## config.mk

```make
export PLATFORM = sky130hd
export DESIGN_NAME = i2c_sar_seq
export DESIGN_NICKNAME = d
export VERILOG_FILES = /design/src/rtl/i2c_sar_seq.sv
export SDC_FILE = /design/constraint.sdc
export NUM_CORES = 1
export LEC_CHECK = 0
export ABC_AREA = 1
export BUFFER_PORTS_ARGS = -buffer_cell sky130_fd_sc_hd__buf_2
export CORE_MARGIN = 3
export CORE_UTILIZATION = 46
export CTS_CLUSTER_SIZE = 14
export DETAILED_ROUTE_END_ITERATION = 12
export PLACE_DENSITY_LB_ADDON = 0.1
export SYNTH_ARGS = -nofsm -noshare
export SYNTH_HDL_FRONTEND = slang
export SYNTH_SLANG_ARGS = --single-unit
```

## constraint.sdc

```tcl
create_clock -name clk -period 1.9 [get_ports clk]
set_input_delay 0.38 -clock clk [delete_from_list [all_inputs] [get_ports clk]]
set_output_delay 0.38 -clock clk [all_outputs]
set_load 0.02 [all_outputs]
```

## src/rtl/i2c_sar_seq.sv

```systemverilog
module i2c_sar_seq #(
  parameter int NB       = 10,
  parameter int CONV_DIV = 4,
  parameter int CHW      = 4
) (
  input  logic           clk,
  input  logic           rst_n,
  input  logic           scl_in,
  input  logic           sda_in,
  input  logic [6:0]     dev_addr,
  input  logic           mode_ext,
  input  logic [CHW-1:0] chan_sel,
  input  logic           diff_en,
  input  logic           cmp_in,
  output logic           track,
  output logic           hold,
  output logic           scl_stretch,
  output logic [CHW-1:0] mux_pos,
  output logic [CHW-1:0] mux_neg,
  output logic           neg_gnd,
  output logic [NB-1:0]  dac_code,
  output logic [NB-1:0]  result,
  output logic           result_valid
);
  localparam int BW        = (NB > 1) ? $clog2(NB) : 1;
  localparam int DW        = $clog2(CONV_DIV) + 1;
  localparam int EW        = $clog2(NB + 12) + 1;
  localparam int RW_EDGE   = 8;
  localparam int ACK_EDGE  = 9;
  localparam int HOLD_EDGE = ACK_EDGE + 2;
  localparam logic [NB-1:0] MSB_TRIAL = {1'b1, {(NB-1){1'b0}}};

  typedef enum logic [2:0] {
    S_IDLE, S_ADDR, S_TRK_I, S_CNV_I, S_TRK_E, S_CNV_E, S_WAIT
  } st_t;

  st_t           state;
  logic [1:0]    scl_sy, sda_sy;
  logic          scl_d, sda_d;
  logic [EW-1:0] edges;
  logic [6:0]    shift;
  logic [NB-1:0] sar, sar_nx;
  logic [BW-1:0] bi;
  logic [DW-1:0] div;

  wire scl_s   = scl_sy[1];
  wire sda_s   = sda_sy[1];
  wire scl_rise = scl_s & ~scl_d;
  wire scl_fall = ~scl_s & scl_d;
  wire start_c = scl_s & scl_d & sda_d & ~sda_s;
  wire stop_c  = scl_s & scl_d & ~sda_d & sda_s;
  wire [EW-1:0] en = edges + 1'b1;
  wire addr_ok = (shift == dev_addr);
  wire step = (state == S_CNV_I && div == DW'(CONV_DIV - 1)) ||
              (state == S_CNV_E && scl_rise);

  always_ff @(posedge clk or negedge rst_n) begin
    if (!rst_n) begin
      scl_sy <= 2'b11;
      sda_sy <= 2'b11;
      scl_d  <= 1'b1;
      sda_d  <= 1'b1;
    end else begin
      scl_sy <= {scl_sy[0], scl_in};
      sda_sy <= {sda_sy[0], sda_in};
      scl_d  <= scl_s;
      sda_d  <= sda_s;
    end
  end

  always_comb begin
    sar_nx = sar;
    if (!cmp_in) sar_nx[bi] = 1'b0;
    if (bi != '0) sar_nx[bi - 1'b1] = 1'b1;
  end

  always_ff @(posedge clk or negedge rst_n) begin
    if (!rst_n) begin
      state        <= S_IDLE;
      edges        <= '0;
      shift        <= '0;
      sar          <= '0;
      bi           <= '0;
      div          <= '0;
      result       <= '0;
      result_valid <= 1'b0;
    end else begin
      result_valid <= 1'b0;
      if (start_c) begin
        state <= S_ADDR;
        edges <= '0;
      end else if (stop_c) begin
        state <= S_IDLE;
      end else begin
        if (scl_rise) begin
          shift <= {shift[5:0], sda_s};
          if (edges != '1) edges <= en;
        end
        case (state)
          S_ADDR:
            if (scl_rise && en == EW'(RW_EDGE))
              state <= (addr_ok && sda_s) ? (mode_ext ? S_TRK_E : S_TRK_I) : S_WAIT;
          S_TRK_I:
            if (scl_fall && edges == EW'(ACK_EDGE)) begin
              state <= S_CNV_I;
              sar   <= MSB_TRIAL;
              bi    <= BW'(NB - 1);
              div   <= '0;
            end
          S_CNV_I:
            div <= (div == DW'(CONV_DIV - 1)) ? '0 : div + 1'b1;
          S_TRK_E:
            if (scl_rise && en == EW'(HOLD_EDGE)) begin
              state <= S_CNV_E;
              sar   <= MSB_TRIAL;
              bi    <= BW'(NB - 1);
            end
          default: ;
        endcase
        if (step) begin
          sar <= sar_nx;
          if (bi == '0) begin
            result       <= sar_nx;
            result_valid <= 1'b1;
            state        <= S_WAIT;
          end else begin
            bi <= bi - 1'b1;
          end
        end
      end
    end
  end

  assign track       = (state == S_TRK_I) || (state == S_TRK_E);
  assign hold        = (state == S_CNV_I) || (state == S_CNV_E);
  assign scl_stretch = (state == S_CNV_I);
  assign dac_code    = sar;
  assign mux_pos     = chan_sel;
  assign neg_gnd     = ~diff_en;
  assign mux_neg     = diff_en ? {chan_sel[CHW-1:1], ~chan_sel[0]} : '0;
endmodule

```

==> results, run 1 <==
- The run finished with clean final reports.
- In this run the critical register-to-register path is launched from sda_sy[1]$_DFF_PN1_.
- The netlist area before placement is 2756 sq um.
- In this run the worst path has a maximum fanout of 7.
- The first-pass iteration count of the detailed router is 4.
- The synthesized-area fraction occupied by adder cells is 4.539%.
- OpenSTA, run right after detailed placement, puts the worst setup slack at 0.06403 ns.
- The number of vias after detailed routing is 2460.
- The class of the tightest hold or removal check is in -> async.
- For this block, the routed nets add up to 6.197 mm of wire.
- The number of nets produced by synthesis is 376.
- Clock tree synthesis found a total of 50 sinks.
- The area share of the largest cell type after synthesis is 39.95%.
- Once layout is done, the placed cells without fillers occupy 3319 sq um.
- The weighted congestion reported at the end of routability-driven placement is 0.8946.
- The gate count after technology mapping is 348.
- The area growth from synthesis to layout is 20.43%.
- The setup skew after layout is 0.01015 ns.
- The core utilization of the finished layout is 58.84%.
- The signal on the critical path passes through inv_1 -> nor3_2 -> or2_2 -> buf_2.
- The synthesized netlist devotes 12.21% of its cell area to compound gates.
- 0 antenna diodes ended up in the layout.
- Headroom to the max-slew limit came out at 70.95%.
- The total negative setup slack is 0 ns.
- The standard cell core area is 5642 sq um.
- TritonCTS built the clock tree.
- Setup slack on the worst reg-to-reg path comes out at 0.14 ns.
- The sequential fraction of the synthesis area is 45.67%.
- The element type at the critical path end is an output port.
- The die footprint is 6957 sq um.
- The max-capacitance violation count is 0.
- For this configuration, the core starts out at a cell density of 48.86%.
- The row count is 27.
- The count of input and output buffers is 50.
- The routed length per instance is 12.70 microns.
- The final critical-path required period is 1.768 ns.
- In this run the static leakage power is 0.001732 uW.
- The most frequent cell after synthesis is sky130_fd_sc_hd__nand2_1.
- The largest family of logic cells by synthesized area is simple AND/OR/NAND/NOR gates.
- The die outline height is 83.41 microns.
- The total met2 wirelength after detailed routing is 2.771 mm.
- The worst register-to-register path has a depth of 8.
- The number of buffers created by CTS is 5.
- The clock-pin slew of the registers on the worst-case setup and hold paths is 0.09 ns.
- The average instance in the mapped netlist occupies 7.921 sq um.
- Dividing total power by cell area gives a power density of 1251 nW/um^2.
- By area the synthesized netlist is led by sky130_fd_sc_hd__dfrtp_1 40%, sky130_fd_sc_hd__nand2_1 13%, sky130_fd_sc_hd__inv_1 6.0%, sky130_fd_sc_hd__dfstp_2 5.7%, sky130_fd_sc_hd__nand3_1 4.7%.
- The setup path with the least slack is of type reg -> out.
- The fraction of registers with async set/reset is 100.0%.
- After Yosys synthesis, XOR and XNOR cells account for 1.589% of the synthesized area.
- After detailed routing, the number of remaining DRC violations is 0.
- For the worst setup path, the data required time is 1.52 ns.
- The count of pins on the block boundary is 51.
- The worst-case clock buffer depth is 2.
- The final worst slack is 0.1321 ns.
- The proportion of synthesized area in mux cells is 0%.
- The stage delay of the slowest cell on the critical path is 0.46 ns.
- The length of routed met3 wiring is 394 microns.
- The transition at the pin with the smallest max-transition slack is 0.4358 ns.
- The highest metal layer used by the detailed router is met4.
- For the worst setup path, the data arrival time is 1.39 ns.
- The total of flip-flops plus latches after synthesis is 50.
- The total of endpoints with negative setup slack in the final report is 0.
- In the synthesized netlist the dominant register cell turns out to be sky130_fd_sc_hd__dfrtp_1.
- Global routing finished with a remaining overflow of 0.
- The area of combinational cells with multiple inputs is 1308 sq um.
- The cell type of the slowest stage on the worst timing path is sky130_fd_sc_hd__dfrtp_2.
- The worst vdd rail ir drop is 0.6216 mV.
- In the final routing, the length of wire on met1 measures 2.960 mm.
- The number of nets in the layout is 443.
- The number of buffers and inverters on the critical path is 2.
- The distinct cell type count of the synthesized netlist is 31.
- The commonest cells after synthesis are 99 x sky130_fd_sc_hd__nand2_1, 44 x sky130_fd_sc_hd__dfrtp_1, 44 x sky130_fd_sc_hd__inv_1.
- The number of antenna violations at the first check in global routing is 0.
- The first-pass GRT wire length is 10.68 mm.
- For this run, the total global-route usage over all layers was measured as 18.43%.
- The cell accounting for the most synthesized area is sky130_fd_sc_hd__dfrtp_1.
- The library cell used as clock root buffer is sky130_fd_sc_hd__clkbuf_8.
- After Yosys synthesis, and, or, nand and nor cells account for 27.64% of the synthesized area.
- The layout has 536 filler cells.
- Cells with a size suffix above 1 make up 24.76% of the layout.
- The H-tree was split into 2 levels.
- The count of final max-slew check failures is 0.
- The Yosys warning count is 0.
- The final-report hold violation count was 0.
- The worst setup path is launched from a flip-flop.
- The sequential cell area is 1262 sq um.
- In the routed layout, each cell is associated on average with a via count of 5.041.
- Based on the critical path, the design can be clocked at up to 565.7 MHz.
- The ratio of final minimum period to clock period is 93.05%.
- The number of synthesized flops with an enable pin is 0.
- For the worst-skew pair, the clock arrives at the later sink with an insertion delay of 0.30 ns.
- Setup repair after global routing could not meet its margin everywhere.
- The worst register-to-register path ends at dac_code[9]$_DFFE_PN0P_.
- The total half-perimeter wirelength after legalization and detailed placement is 4.837 mm.
- The post-route antenna net violation count is 0.
- The detailed router finished its first iteration with 128 violations.
- The standard cell area after detailed placement is 3184 sq um.
- The cell family with the largest share of critical-path delay is flip-flops.
- The die width is 83.41 microns.
- The via count of the first global-routing pass was 2352.
- Entering global routing, the biggest net connects 25 pins.
[area by class of cell]
cell class                 instances  share of cell area, %
clock inverter                     1                 0.1508
multi-input combinational        246                  39.39
tap                               72                  2.714
timing repair buffer              66                  11.91
sequential                        50                  38.03
clock buffer                       7                  2.601
inverter                          46                  5.202
[worst max path at each step]
stage,from,to,slack [ns],cells after the start
global placement,edges[0]$_DFFE_PN0P_,dac_code[9]$_DFFE_PN0P_,0.15,9
finish,state[2]$_DFF_PN0_,track,0.13,4
CTS,state[2]$_DFF_PN0_,track,0.05,4
detailed placement,edges[0]$_DFFE_PN0P_,dac_code[0]$_DFFE_PN0P_,0.06,12
floorplan,bi[0]$_DFFE_PN0P_,bi[1]$_DFFE_PN0P_,0.27,9
global route,edges[0]$_DFFE_PN0P_,dac_code[9]$_DFFE_PN0P_,-0.06,12
[cell usage in the layout, fill, tap and decap left out, types with 2 or more instances in the layout]
cell type	Yosys	final
sky130_fd_sc_hd__a21oi_1	16	15
sky130_fd_sc_hd__and2_1	2	2
sky130_fd_sc_hd__buf_12	0	2
sky130_fd_sc_hd__buf_2	1	50
sky130_fd_sc_hd__buf_4	5	14
sky130_fd_sc_hd__clkbuf_8	0	6
sky130_fd_sc_hd__dfrtp_1	44	41
sky130_fd_sc_hd__dfrtp_2	0	3
sky130_fd_sc_hd__dfstp_2	6	6
sky130_fd_sc_hd__ha_1	10	9
sky130_fd_sc_hd__inv_1	44	44
sky130_fd_sc_hd__inv_2	2	2
sky130_fd_sc_hd__nand2_1	99	98
sky130_fd_sc_hd__nand2_2	2	2
sky130_fd_sc_hd__nand2_4	1	2
sky130_fd_sc_hd__nand3_1	26	26
sky130_fd_sc_hd__nand3b_1	2	2
sky130_fd_sc_hd__nand4_1	5	5
sky130_fd_sc_hd__nor2_1	20	19
sky130_fd_sc_hd__nor2_2	2	3
sky130_fd_sc_hd__nor2_4	1	2
sky130_fd_sc_hd__nor3_1	6	5
sky130_fd_sc_hd__o21a_1	8	8
sky130_fd_sc_hd__o21ai_0	26	26
sky130_fd_sc_hd__o21ai_1	2	2
sky130_fd_sc_hd__o22ai_1	4	4
sky130_fd_sc_hd__or2_2	3	3
sky130_fd_sc_hd__xnor2_1	5	4
[routing by layer]
metal	up-vias	GRT usage, %
met5	-	0
met4	0	3.947
met3	7	3.770
met2	76	29.96
met1	1125	25.59
li1	1252	-
[stage by stage]
step	hold slack (ns)	std cells	power (uW)
after detailed placement	0.3503	479	3529
after CTS	0.02030	487	4161
after global placement	0.3434	479	3487
after floorplan	0.08441	348	2911
final	0.01527	488	4151
after global routing	0.03832	488	4508
[cell families after synthesis]
group,count (synthesis)
xor gates and xnor gates,5
adders and majority gates,10
DFF,50
and+or+nand+nor,171
buffers and inverters,53
AOI/OAI and AO/OA,59
[flip-flops by register name, summed over array words and instances, names as in the netlist]
signal / flops
scl_sy: 2
edges: 6
result: 10
div: 3
state: 3
scl_d: 1
dac_code: 10
shift: 7
sda_d: 1
result_valid: 1
bi: 4
sda_sy: 2
[what timing repair did]
item,4_1_cts,5_1_grt
buffers inserted,0,0
hold buffers,0,0
gates resized for setup,0,11
endpoints found under the setup margin,0,13
[power by group]
part | switching (uW) | total, uW | internal (uW)
registers | 309 | 1730 | 1430
clock network | 327 | 622 | 294
logic | 1130 | 1790 | 662
(Power assumes the default switching activity.)
==> run 2, diff against run 1 <==
- CORE_UTILIZATION: 46 -> 51
==> run 2 against run 1 <==
Compared with the run above:
- combinational power is 2% higher
- worst hold slack better by 0.027 ns
- total power is 0.87% higher
- highest routed layer unchanged
- sequential power hardly changed
- via count is 0.37% higher
- die area is 9.1% lower
- register-to-register slack hardly changed
- first-iteration DRC count is 14% higher
==> results, run 2 (synthesis results as in run 1) <==
- The run finished with clean final reports.
- The final worst slack was 0.06821 ns (-0.06393 ns).
- The first-pass iteration count of the detailed router is 4 (unchanged).
- The die footprint was 6323 sq um (-9.1%).
- The critical path is of the reg -> out type.
- The total half-perimeter wirelength after legalization and detailed placement is 4.763 mm (-1.5%).
- The power density normalized to cell area came to 1263 nW/um^2 (+0.98%).
- The element type at the critical path end is an output port.
- The area of combinational cells with multiple inputs came to 1324 sq um (+1.2%).
- The number of vias per cell is 5.091 (+0.99%).
- The level count of the clock H-tree is 2 (unchanged).
- The worst path required time came to 1.52 ns (about the same).
- In this run the worst hold path is classified as in -> async.
- The critical path goes through inv_1 -> nor3_1 -> or2_2 -> buf_2.
- The number of buffer and inverter stages on the critical path is 2 (unchanged).
- The total global-route track usage is 20.85% (+2.4 points).
- The number of buffers created by CTS was 5 (unchanged).
- The total wire length after detailed routing is 6.260 mm (+1.0%).
- The startpoint identified for the worst register-to-register timing path is edges[2]$_DFFE_PN0P_.
- The largest fanout on the critical path is 6 (-1).
- The count of pins on the block boundary is 51 (unchanged).
- The first-pass GRT wire length is 10.36 mm (-3.0%).
- The stage delay of the slowest cell on the critical path is 0.48 ns (+0.02 ns).
- The standard cell core area was 5172 sq um (-8.3%).
- The number of antenna violations at the first check in global routing came to 0 (unchanged).
- The weighted congestion reported at the end of routability-driven placement is 0.8977 (+0.35%).
- The final-report hold violation count is 0 (unchanged).
- The register-to-register setup slack was 0.15 ns (about the same).
- The clock-pin slew of the registers on the worst-case setup and hold paths came to 0.09 ns (about the same).
- The global-route congestion overflow total is 0 (unchanged).
- The library cell used as clock root buffer is sky130_fd_sc_hd__clkbuf_8.
- The post-route antenna net violation count was 0 (unchanged).
- The number of buffers added to fix hold violations after cts was 0 (unchanged).
- The library cells used most frequently in the layout, excluding fill and tap cells, are 97 x sky130_fd_sc_hd__nand2_1, 50 x sky130_fd_sc_hd__buf_2, 43 x sky130_fd_sc_hd__inv_1.
- The via count of the first global-routing pass was 2281 (-3.0%).
- The peak clock frequency supported by timing is 545.9 MHz (-3.5%).
- The max-capacitance violation count is 0 (unchanged).
- The final critical-path required period came to 1.832 ns (+0.06393 ns).
- The core utilization of the finished layout was 64.10% (+5.3 points).
- TritonCTS built the clock tree.
- The number of nets in the layout came to 442 (-0.23%).
- The ratio of final minimum period to clock period came to 96.41% (+3.4 points).
- The setup skew after layout is 0.01090 ns (+0.0007438 ns).
- The sequential cell area is 1261 sq um (about the same).
- The latest clock arrival within the worst-skew pair came to 0.31 ns (about the same).
- The most frequent standard cell in the layout excluding fill and tap cells is sky130_fd_sc_hd__nand2_1.
- The transition at the pin with the smallest max-transition slack is 0.5205 ns (+0.08471 ns).
- The initial core utilization is 53.29% (+4.4 points).
- The arrival time at the worst endpoint is 1.45 ns (+0.06 ns).
- The number of remaining DRC errors is 0 (unchanged).
- The depth of the most critical reg-to-reg path came to 9 (+1).
- The count of final max-slew check failures was 0 (unchanged).
- Setup repair after global routing could not meet its margin everywhere.
- The cell type of the slowest stage on the worst timing path is sky130_fd_sc_hd__dfrtp_1.
- The count of input and output buffers is 50 (unchanged).
- The largest net degree at the start of global routing came to 29 (+16%).
- The cell family with the largest share of critical-path delay is flip-flops.
- The sink count of the clock tree is 50 (unchanged).
- From synthesis to final layout, the design area changed by 20.29%.
- The total of endpoints with negative setup slack in the final report was 0 (unchanged).
- The count of inserted antenna diode cells is 0 (unchanged).
- The number of vias after detailed routing is 2469 (+0.37%).
- The number of fill cells was 454 (-15%).
- The leakage component of the power was 0.001727 uW (-0.30%).
- The die width is 79.52 microns (-4.7%).
- The worst max-slew margin expressed relative to the limit is 65.30% (-5.6 points).
- The initial DRC count was 146 (+14%).
- The routed length per instance came to 12.91 microns (+1.6%).
- The die outline height is 79.52 microns (-4.7%).
- The fraction of final layout cells sized beyond drive strength 1 is 25.54% (+0.78 points).
- The worst vdd rail ir drop is 0.6274 mV (+0.93%).
- The endpoint identified for the worst register-to-register timing path is dac_code[1]$_DFFE_PN0P_.
- The worst-case clock buffer depth is 2 (unchanged).
- The type of origin of the critical path is a flip-flop.
- The worst setup slack after placement is 0.03560 ns (-0.02844 ns).
- The row count is 26 (-3.7%).
-- run 2: worst max path at each step --
stage,slack (ns),startpoint,depth (start not counted),endpoint
3_5_place_dp,0.04,edges[0]$_DFFE_PN0P_,9,dac_code[1]$_DFFE_PN0P_
6_report,0.07,state[1]$_DFF_PN0_,4,track
2_1_floorplan,0.27,bi[0]$_DFFE_PN0P_,9,bi[1]$_DFFE_PN0P_
4_1_cts,0.02,edges[0]$_DFFE_PN0P_,12,dac_code[1]$_DFFE_PN0P_
5_1_grt,-0.02,edges[1]$_DFFE_PN0P_,12,dac_code[5]$_DFFE_PN0P_
3_3_place_gp,0.09,edges[0]$_DFFE_PN0P_,11,dac_code[4]$_DFFE_PN0P_
-- run 2: power by group --
group          total (uW)  internal, uW  switching (uW)  leakage, uW
Sequential           1730          1420             306     0.000615
Combinational        1830           667            1160      0.00106
Clock                 632           294             338    0.0000482
-- run 2: repair_timing --
action | in CTS | in global routing
endpoints found under the setup margin | 0 | 24
buffers inserted | 0 | 2
resized for setup | 0 | 15
-- run 2: metrics by stage --
step	area (sq um)	total power (uW)	instances	TNS (ns)	hold slack, ns
2_1_floorplan	2756	2911	348	0	0.08441
3_3_place_gp	3147	3469	474	0	0.3474
3_5_place_dp	3147	3513	474	0	0.3470
4_1_cts	3238	4151	482	0	0.06417
5_1_grt	3316	4530	485	-0.06985	0.06964
6_report	3316	4187	485	0	0.04178
-- run 2: area by class of cell --
type	instances	area share, %
clock buffer	7	2.604
clock inverter	1	0.1509
inverter	46	5.321
multi-input combinational	246	39.92
sequential	50	38.04
tap	70	2.642
timing repair buffer	65	11.32
-- run 2: per-layer routing --
| layer | up-vias | wire length (microns) | global-route usage (%) | part of all wire [%] |
|---|---|---|---|---|
| met5 | - | 0 | 0 | 0 |
| met4 | 0 | 78 | 5.670 | 1.2 |
| met3 | 7 | 373 | 4.176 | 6.0 |
| met2 | 72 | 2756 | 32.72 | 44 |
| met1 | 1141 | 3051 | 29.37 | 49 |
| li1 | 1249 | - | - | - |
